**config.mk**
```make
export PLATFORM = sky130hd
export DESIGN_NAME = disp_host_regs
export DESIGN_NICKNAME = d
export VERILOG_FILES = /design/src/rtl/disp_regs_pkg.sv /design/src/rtl/disp_port_dec.sv /design/src/rtl/disp_scratch_bank.sv /design/src/rtl/disp_mode_regs.sv /design/src/rtl/disp_host_regs.sv
export SDC_FILE = /design/constraint.sdc
export NUM_CORES = 2
export LEC_CHECK = 0
export ABC_CLOCK_PERIOD_IN_PS = 6870
export BUFFER_PORTS_ARGS = -buffer_cell sky130_fd_sc_hd__buf_2
export CAP_MARGIN = 20
export CELL_PAD_IN_SITES_DETAIL_PLACEMENT = 1
export CELL_PAD_IN_SITES_GLOBAL_PLACEMENT = 1
export CORE_MARGIN = 4
export CORE_UTILIZATION = 51
export DETAILED_ROUTE_END_ITERATION = 10
export PLACE_DENSITY = 0.82
export SETUP_SLACK_MARGIN = 0.02
export SYNTH_ARGS = -nofsm -noshare
export SYNTH_HDL_FRONTEND = slang
export SYNTH_SLANG_ARGS = --single-unit
```
**constraint.sdc**
```tcl
create_clock -name clk -period 6.87 [get_ports clk]
set_clock_uncertainty 0.15 [all_clocks]
set_input_delay 0.3435 -clock clk [delete_from_list [all_inputs] [get_ports clk]]
set_output_delay 0.3435 -clock clk [all_outputs]
set_load 0.1 [all_outputs]
```
**src/rtl/disp_regs_pkg.sv**
```systemverilog
package disp_regs_pkg;
   localparam logic [31:0] ID_BASE   = 32'h9000_0000;
   localparam logic [31:0] IX_ID     = 32'd0;
   localparam logic [31:0] IX_ENABLE = 32'd1;
   localparam logic [31:0] IX_WIDTH  = 32'd2;
   localparam logic [31:0] IX_HEIGHT = 32'd3;
   localparam logic [31:0] IX_MAXW   = 32'd4;
   localparam logic [31:0] IX_MAXH   = 32'd5;
   localparam logic [31:0] IX_DEPTH  = 32'd6;
   localparam logic [31:0] IX_BPP    = 32'd7;
   localparam logic [31:0] IX_BPL    = 32'd12;
   localparam logic [31:0] IX_CAPS   = 32'd17;
   localparam logic [31:0] IX_CFG    = 32'd20;
   localparam logic [31:0] IX_SYNC   = 32'd21;
   localparam logic [31:0] IX_BUSY   = 32'd22;
   localparam logic [31:0] IX_GUEST  = 32'd23;
   localparam logic [31:0] IX_CUR_ID = 32'd24;
   localparam logic [31:0] IX_CUR_X  = 32'd25;
   localparam logic [31:0] IX_CUR_Y  = 32'd26;
   localparam logic [31:0] IX_CUR_ON = 32'd27;
   localparam logic [31:0] IX_SCRN   = 32'd29;
   localparam logic [31:0] IX_SCR0   = 32'd1792;

   function automatic logic id_legal(input logic [31:0] v);
      return (v == ID_BASE) || (v == (ID_BASE | 32'd1)) || (v == (ID_BASE | 32'd2));
   endfunction

   function automatic logic bpp_legal(input logic [31:0] v);
      return (v == 32'd8) || (v == 32'd16) || (v == 32'd24) || (v == 32'd32);
   endfunction
endpackage

```
**src/rtl/disp_port_dec.sv**
```systemverilog
module disp_port_dec #(
   parameter int ADDR_W    = 4,
   parameter int IO_STRIDE = 1
) (
   input  logic [ADDR_W-1:0] addr,
   output logic              sel_idx,
   output logic              sel_val,
   output logic              sel_fw
);
   localparam int OFS_VAL = IO_STRIDE;
   localparam int OFS_FW  = 2 * IO_STRIDE;

   generate
      if (!(IO_STRIDE == 1 || IO_STRIDE == 4)) begin : g_bad_stride
         $error("disp_port_dec: IO_STRIDE must be 1 or 4");
      end
      if ((1 << ADDR_W) <= OFS_FW) begin : g_bad_addr
         $error("disp_port_dec: ADDR_W too small for the port offsets");
      end
   endgenerate

   assign sel_idx = (addr == ADDR_W'(0));
   assign sel_val = (addr == ADDR_W'(OFS_VAL));
   assign sel_fw  = (addr == ADDR_W'(OFS_FW));
endmodule

```
**src/rtl/disp_scratch_bank.sv**
```systemverilog
module disp_scratch_bank #(
   parameter int          WORDS = 16,
   parameter logic [31:0] BASE  = 32'd1792
) (
   input  logic        clk,
   input  logic        rst_n,
   input  logic        wr_en,
   input  logic [31:0] index,
   input  logic [31:0] wdata,
   output logic        hit,
   output logic [31:0] rdata
);
   localparam int OFS_W = (WORDS > 1) ? $clog2(WORDS) : 1;
   localparam logic [31:0] TOP = BASE + 32'(WORDS);

   generate
      if (WORDS < 1 || WORDS > 1024) begin : g_bad_words
         $error("disp_scratch_bank: WORDS out of range");
      end
   endgenerate

   logic [31:0]      words [WORDS];
   logic [31:0]      rel;
   logic [OFS_W-1:0] ofs;

   assign hit = (index >= BASE) && (index < TOP);
   assign rel = index - BASE;
   assign ofs = rel[OFS_W-1:0];

   for (genvar k = 0; k < WORDS; k++) begin : g_word
      always_ff @(posedge clk) begin
         if (!rst_n)
            words[k] <= '0;
         else if (wr_en && index == BASE + 32'(k))
            words[k] <= wdata;
      end
   end

   always_comb begin
      rdata = '0;
      if (hit)
         rdata = words[ofs];
   end
endmodule

```
**src/rtl/disp_mode_regs.sv**
```systemverilog
module disp_mode_regs
   import disp_regs_pkg::*;
#(
   parameter int          DIM_W      = 16,
   parameter int          MAX_WIDTH  = 2368,
   parameter int          MAX_HEIGHT = 1770,
   parameter int          RST_WIDTH  = 640,
   parameter int          RST_HEIGHT = 480,
   parameter logic [31:0] CAPS       = 32'h0000_00E3,
   parameter int          SCR_WORDS  = 16
) (
   input  logic             clk,
   input  logic             rst_n,
   input  logic             wr_en,
   input  logic [31:0]      index,
   input  logic [31:0]      wdata,
   input  logic             sync_done,
   output logic [31:0]      rdata,
   output logic             enable,
   output logic             config_done,
   output logic [DIM_W-1:0] width,
   output logic [DIM_W-1:0] height,
   output logic [7:0]       bpp,
   output logic [31:0]      cur_x,
   output logic [31:0]      cur_y,
   output logic             cur_vis,
   output logic             kick,
   output logic             busy
);
   generate
      if ((1 << DIM_W) <= MAX_WIDTH || (1 << DIM_W) <= MAX_HEIGHT) begin : g_bad_dim
         $error("disp_mode_regs: DIM_W cannot hold the limits");
      end
      if (RST_WIDTH > MAX_WIDTH || RST_HEIGHT > MAX_HEIGHT) begin : g_bad_rst
         $error("disp_mode_regs: reset mode exceeds limits");
      end
   endgenerate

   logic [31:0] id_q, guest_q, cur_id_q;
   logic [31:0] bpl;
   logic        wr_sync;

   assign wr_sync = wr_en && (index == IX_SYNC);
   assign bpl     = (32'(width) * 32'(bpp)) >> 3;

   always_ff @(posedge clk) begin
      if (!rst_n) begin
         id_q        <= ID_BASE | 32'd2;
         enable      <= 1'b0;
         config_done <= 1'b0;
         width       <= DIM_W'(RST_WIDTH);
         height      <= DIM_W'(RST_HEIGHT);
         bpp         <= 8'd32;
         guest_q     <= '0;
         cur_id_q    <= '0;
         cur_x       <= '0;
         cur_y       <= '0;
         cur_vis     <= 1'b0;
         kick        <= 1'b0;
         busy        <= 1'b0;
      end else begin
         kick <= wr_sync;
         if (wr_sync)
            busy <= 1'b1;
         else if (sync_done)
            busy <= 1'b0;
         if (wr_en) begin
            unique case (index)
               IX_ID:     if (id_legal(wdata)) id_q <= wdata;
               IX_ENABLE: enable <= (wdata != '0);
               IX_WIDTH:  if (wdata <= 32'(MAX_WIDTH)) width <= wdata[DIM_W-1:0];
               IX_HEIGHT: if (wdata <= 32'(MAX_HEIGHT)) height <= wdata[DIM_W-1:0];
               IX_BPP:    if (bpp_legal(wdata)) bpp <= wdata[7:0];
               IX_CFG:    config_done <= (wdata != '0);
               IX_GUEST:  guest_q <= wdata;
               IX_CUR_ID: cur_id_q <= wdata;
               IX_CUR_X:  cur_x <= wdata;
               IX_CUR_Y:  cur_y <= wdata;
               IX_CUR_ON: begin
                  if (wdata == 32'd1)
                     cur_vis <= 1'b1;
                  else if (wdata == 32'd0)
                     cur_vis <= 1'b0;
               end
               default: ;
            endcase
         end
      end
   end

   always_comb begin
      unique case (index)
         IX_ID:     rdata = id_q;
         IX_ENABLE: rdata = 32'(enable);
         IX_WIDTH:  rdata = 32'(width);
         IX_HEIGHT: rdata = 32'(height);
         IX_MAXW:   rdata = 32'(MAX_WIDTH);
         IX_MAXH:   rdata = 32'(MAX_HEIGHT);
         IX_DEPTH:  rdata = (bpp == 8'd32) ? 32'd24 : 32'(bpp);
         IX_BPP:    rdata = 32'(bpp);
         IX_BPL:    rdata = bpl;
         IX_CAPS:   rdata = CAPS;
         IX_CFG:    rdata = 32'(config_done);
         IX_BUSY:   rdata = 32'(busy);
         IX_GUEST:  rdata = guest_q;
         IX_CUR_ID: rdata = cur_id_q;
         IX_CUR_X:  rdata = cur_x;
         IX_CUR_Y:  rdata = cur_y;
         IX_CUR_ON: rdata = 32'(cur_vis);
         IX_SCRN:   rdata = 32'(SCR_WORDS);
         default:   rdata = '0;
      endcase
   end

   // the stored ID is always one of the three legal codes
   p_id_legal_r2: assert property (@(posedge clk) disable iff (!rst_n)
      id_legal(id_q));
   // width never exceeds its limit
   p_width_max_r3: assert property (@(posedge clk) disable iff (!rst_n)
      32'(width) <= 32'(MAX_WIDTH));
   // height never exceeds its limit
   p_height_max_r4: assert property (@(posedge clk) disable iff (!rst_n)
      32'(height) <= 32'(MAX_HEIGHT));
   // bits per pixel always one of the legal set
   p_bpp_legal_r5: assert property (@(posedge clk) disable iff (!rst_n)
      bpp_legal(32'(bpp)));
   // codes 2 and 3 leave visibility alone
   p_cursor_keep_r8: assert property (@(posedge clk) disable iff (!rst_n)
      (wr_en && index == IX_CUR_ON && wdata > 32'd1) |=> $stable(cur_vis));
   // a kick is always accompanied by busy
   p_kick_busy_r9: assert property (@(posedge clk) disable iff (!rst_n)
      kick |-> busy);
   // a sync write kicks in the next cycle
   p_sync_kick_r9: assert property (@(posedge clk) disable iff (!rst_n)
      wr_sync |=> kick);
endmodule

```
**src/rtl/disp_host_regs.sv**
```systemverilog
module disp_host_regs
   import disp_regs_pkg::*;
#(
   parameter int          ADDR_W        = 4,
   parameter int          IO_STRIDE     = 1,
   parameter int          DIM_W         = 16,
   parameter int          MAX_WIDTH     = 2368,
   parameter int          MAX_HEIGHT    = 1770,
   parameter int          SCRATCH_WORDS = 16,
   parameter logic [31:0] CAPS          = 32'h0000_00E3
) (
   input  logic              clk,
   input  logic              rst_n,
   input  logic              bus_wr,
   input  logic              bus_rd,
   input  logic [ADDR_W-1:0] bus_addr,
   input  logic [31:0]       bus_wdata,
   output logic [31:0]       bus_rdata,
   output logic              out_enable,
   output logic              out_config,
   output logic [DIM_W-1:0]  out_width,
   output logic [DIM_W-1:0]  out_height,
   output logic [7:0]        out_bpp,
   output logic [31:0]       cursor_x,
   output logic [31:0]       cursor_y,
   output logic              cursor_vis,
   output logic              sync_kick,
   output logic              sync_busy,
   input  logic              sync_done
);
   logic        sel_idx, sel_val, sel_fw;
   logic [31:0] index_q;
   logic        val_wr;
   logic [31:0] ctl_rdata, scr_rdata;
   logic        scr_hit;

   disp_port_dec #(.ADDR_W(ADDR_W), .IO_STRIDE(IO_STRIDE)) u_dec (
      .addr(bus_addr), .sel_idx(sel_idx), .sel_val(sel_val), .sel_fw(sel_fw)
   );

   always_ff @(posedge clk) begin
      if (!rst_n)
         index_q <= '0;
      else if (bus_wr && sel_idx)
         index_q <= bus_wdata;
   end

   assign val_wr = bus_wr && sel_val;

   disp_mode_regs #(
      .DIM_W(DIM_W), .MAX_WIDTH(MAX_WIDTH), .MAX_HEIGHT(MAX_HEIGHT),
      .RST_WIDTH(640), .RST_HEIGHT(480), .CAPS(CAPS), .SCR_WORDS(SCRATCH_WORDS)
   ) u_mode (
      .clk(clk), .rst_n(rst_n), .wr_en(val_wr), .index(index_q),
      .wdata(bus_wdata), .sync_done(sync_done), .rdata(ctl_rdata),
      .enable(out_enable), .config_done(out_config), .width(out_width),
      .height(out_height), .bpp(out_bpp), .cur_x(cursor_x), .cur_y(cursor_y),
      .cur_vis(cursor_vis), .kick(sync_kick), .busy(sync_busy)
   );

   disp_scratch_bank #(.WORDS(SCRATCH_WORDS), .BASE(IX_SCR0)) u_scr (
      .clk(clk), .rst_n(rst_n), .wr_en(val_wr), .index(index_q),
      .wdata(bus_wdata), .hit(scr_hit), .rdata(scr_rdata)
   );

   always_comb begin
      if (sel_idx)
         bus_rdata = index_q;
      else if (sel_val)
         bus_rdata = scr_hit ? scr_rdata : ctl_rdata;
      else if (sel_fw)
         bus_rdata = '0;
      else
         bus_rdata = '1;
   end

   // the index only moves on an index-port write
   p_index_hold_r1: assert property (@(posedge clk) disable iff (!rst_n)
      !(bus_wr && sel_idx) |=> $stable(index_q));
   // host never reads and writes in one access
   p_one_access_r1: assert property (@(posedge clk) disable iff (!rst_n)
      !(bus_wr && bus_rd));
endmodule

```
==> summary.md <==
| Metric | Value |
|---|---|
| Status | `finished clean` |
| Router iterations before antenna repair | `6` |
| Crit path buffers/inverters | `4` |
| Clock network power share | `44.5%` |
| R2r setup slk | `2.13 ns` |
| I/O Pins | `182` |
| Grt total ovfl | `0` |
| Worst-skew pair later-pin latency | `0.65 ns` |
| Yosys reg bits | `753` |
| Clock transition at the registers of the reported paths | `0.06 ns` |
| Clock buffer depth | `3` |
| Post-layout minimum cycle time | `6.65 ns` |
| CP delay by family, top | `adder cells` |
| Placed cell area | `0.0405 mm²` |
| Num CTS Buffers | `81` |
| WL final | `136000 µm` |
| Comb power frac | `6.0%` |
| Mapped Area | `0.0386 mm²` |
| Critical path depth | `17` |
| Cell variety after synth | `78` |
| Critical path endpoint category | `primary output` |
| Largest net degree at the start of global routing | `194` |
| Crit path arrival time | `6.16 ns` |
| FF-to-FF Start | `index_q[26]$_SDFFE_PN0P_` |
| Initial antenna violation count | `7` |
| Crit Path Category | `flip-flop to primary output` |
| Number of fill cells | `7538` |
| Ys Warns | `0` |
| Unrepaired setup endpoints after global routing | `no` |
| Cell taking the most area after synthesis | `edfxtp_1` |
| Switching Share | `24.3%` |
| Top cell type's share of synthesized area | `39.8%` |
| Total power | `0.0100 W` |
| Synth cell count leaders | `623 x and2_1, 512 x edfxtp_1, 429 x nand2_1` |
| Die H | `283 µm` |
| DR vias | `28700` |
| Placed Cells | `4243` |
| Clock sinks | `753` |
| Area Growth Syn to Fin | `12.1%` |
| # DRC | `0` |
| Crit path capture | `bus_rdata[17]` |
| Setup Viol. Count Final | `0` |
| Worst path cell trace | `nand2_1 -> fa_1 -> fa_1 -> inv_1 -> fa_1 -> inv_1 -> fa_1 -> inv_1 -> ha_1 -> or4_1 -> o21ai_0 -> a2111o_1 -> a211o_1 -> a31oi_1 -> and4_1 -> nor3_2 -> clkbuf_4` |
| Crit share post-route | `96.8%` |
| DR iter-0 viols | `3818` |
| Reg2Reg Capture Point | `u_scr.words[11][31]$_SDFFCE_PN0P_` |
| Count leader, synth | `and2_1` |
| CP required | `6.38 ns` |
| Least-Margin Pin Slew | `1.26 ns` |
| Synth area leaders | `edfxtp_1 40%, dfxtp_1 12%, and2_1 10%` |
| FF-to-FF path depth | `7` |
| RD Place Congestion | `0.893` |
| Setup crit start | `u_mode.bpp[2]$_SDFFE_PN0P_` |
| Syn_area_per_cell | `11.6 µm²` |
| P_int | `0.00761 W` |
| ANT nets after route | `0` |
| CTS tree | `yes` |
| Slowest CP cell | `dfxtp_1` |
| Final hold violation count | `0` |
| Reg power frac | `49.5%` |
| Slowest stage delay, CP | `0.64 ns` |
| Die area | `0.0802 mm²` |
| Fin area | `0.0433 mm²` |
| WHS | `0.0340 ns` |
| Fmax | `150 MHz` |
| Relative slew slack | `15.8%` |
| Vias/cell | `6.52` |
| Core Footprint | `0.0747 mm²` |
| Peak supply drop | `220 µV` |
| DP HPWL | `87200 µm` |
| CP most frequent cell | `fa_1` |
| Nets@finish | `3529` |
| Total of max-cap violations | `0` |
| Psw | `0.00244 W` |
| Sequential fraction of the synthesis area | `52.3%` |
| IO buf count | `180` |
| Worst Path Max Fanout | `12` |
| P per Cell Area | `232 mW/mm²` |
| DR WL/cell | `31.0 µm` |
| Initial core utilization | `51.7%` |
| Total track usage | `33.3%` |
| Hold_sp | `bus_wdata[13]` |
| Max Transition Viols Final | `0` |
| Die extent in x | `283 µm` |
| Type of the worst min-delay path | `input pin to flip-flop` |
| EDFF count, synth | `512` |
| Asr flop ratio synth | `0%` |
| # rows | `100` |
| Commonest register cell after synthesis | `edfxtp_1` |
| Static Leak | `16.2 nW` |
| Post-Syn Nets | `3486` |
| Clock root cell | `clkbuf_16` |
| Startpoint Class | `flip-flop` |
| Share of layout cells above drive strength 1 | `17.5%` |
| Vias in the first global route | `30500` |
| Fin cells | `4400` |
| Post-Synthesis Cells | `3319` |
| Setup TNS Final | `0 ns` |
| First-pass GRT wire length | `202000 µm` |
| Htree depth | `3` |
routing by layer:
metal | vias up | track usage [%] | part of all wire (%)
li1 | 11800 | - | -
met1 | 14700 | 42.6 | 37
met2 | 1724 | 55.9 | 48
met3 | 403 | 6.99 | 9.5
met4 | 6 | 13.3 | 4.5
met5 | - | 0 | 0.025
final cells by class:
cell class | instances | area [µm²] | share of cell area [%]
Antenna cell | 4 | 10.0 | 0.0231
Inverter | 109 | 409 | 0.946
Multi-Input combinational cell | 2166 | 17300 | 39.9
Clock inverter | 47 | 464 | 1.07
Tap cell | 969 | 1210 | 2.80
Sequential cell | 753 | 20200 | 46.7
Timing Repair Buffer | 251 | 1500 | 3.47
Clock buffer | 101 | 2190 | 5.07
cells in the final DEF, fill, tap and decap left out, types with 11 or more instances in the layout:
| master | n |
|---|---|
| a211oi_1 | 32 |
| a21boi_0 | 150 |
| a21boi_1 | 11 |
| a21o_1 | 14 |
| a21oi_1 | 86 |
| a221o_1 | 14 |
| a221oi_1 | 11 |
| a222oi_1 | 28 |
| a22oi_1 | 33 |
| a31oi_1 | 13 |
| and2_1 | 623 |
| and3_1 | 44 |
| buf_2 | 176 |
| buf_4 | 65 |
| clkbuf_1 | 12 |
| clkbuf_16 | 82 |
| clkinv_1 | 14 |
| clkinv_2 | 16 |
| dfxtp_1 | 232 |
| edfxtp_1 | 512 |
| fa_1 | 84 |
| ha_1 | 42 |
| inv_1 | 108 |
| mux2i_1 | 69 |
| mux4_2 | 131 |
| nand2_1 | 429 |
| nand3_1 | 32 |
| nor2_1 | 31 |
| nor2_4 | 16 |
| nor2b_1 | 49 |
| nor3_1 | 21 |
| o21ai_0 | 21 |
| o21ai_4 | 15 |
stage by stage:
stage / util, % / setup slack, ns
final: 57.9 / 0.220
after CTS: 57.8 / 0.0552
after global routing: 57.9 / 0.0252
after detailed placement: 54.2 / 0.673
after floorplan: - / -0.115
after global placement: 54.2 / 0.750
state kept, by name (all words and copies together) (netlist names), named ones only:
| name | count |
|---|---|
| index_q | 32 |
| u_mode.bpp | 8 |
| u_mode.busy | 1 |
| u_mode.config_done | 1 |
| u_mode.cur_id_q | 32 |
| u_mode.cur_vis | 1 |
| u_mode.cur_x | 32 |
| u_mode.cur_y | 32 |
| u_mode.enable | 1 |
| u_mode.guest_q | 32 |
| u_mode.height | 16 |
| u_mode.id_q | 32 |
| u_mode.kick | 1 |
| u_mode.width | 16 |
| u_scr.words | 512 |
worst reg2reg max path, cell delays in order, from the launching register on:
cell and delay (ns):
dfxtp_1 0.33, nor3_1 0.73, nand4_1 0.43, or3_1 0.52, nor3_2 0.29, nand3_1 0.47, o21ai_4 1.04, buf_4 0.45
repair_timing:
item / CTS / global route
buffers inserted: 0 / 0
resized for setup: 2 / 8
hold buffers: 4 / 0
hold endpoints to repair: 6 / 0
endpoints found under the setup margin: 2 / 11
power groups by stage:
stage,logic (W),clock network [W],registers (W)
after floorplan,0.000360,0,0.00505
after global placement,0.000563,0,0.00505
after detailed placement,0.000580,0,0.00507
after CTS,0.000585,0.00448,0.00497
after global routing,0.000613,0.00467,0.00498
final,0.000601,0.00448,0.00497
worst min path at each step:
stage,depth (start not counted),end
4_1_cts,3,u_mode.cur_y[18]$_SDFFE_PN0P_
3_5_place_dp,1,u_mode.id_q[28]$_SDFFE_PN1P_
5_1_grt,3,index_q[13]$_SDFFE_PN0P_
6_report,3,index_q[13]$_SDFFE_PN0P_
2_1_floorplan,1,u_mode.id_q[28]$_SDFFE_PN1P_
3_3_place_gp,1,u_mode.id_q[31]$_SDFFE_PN1P_
cell families after synthesis:
family | Yosys count | synth area share [%]
simple gates | 1341 | 19.0
flops | 753 | 52.3
compound gates | 481 | 8.93
buf+inv | 400 | 4.13
mux | 206 | 9.60
fa+ha+maj | 126 | 5.72
xor+xnor | 12 | 0.272
(Power assumes the default switching activity.)
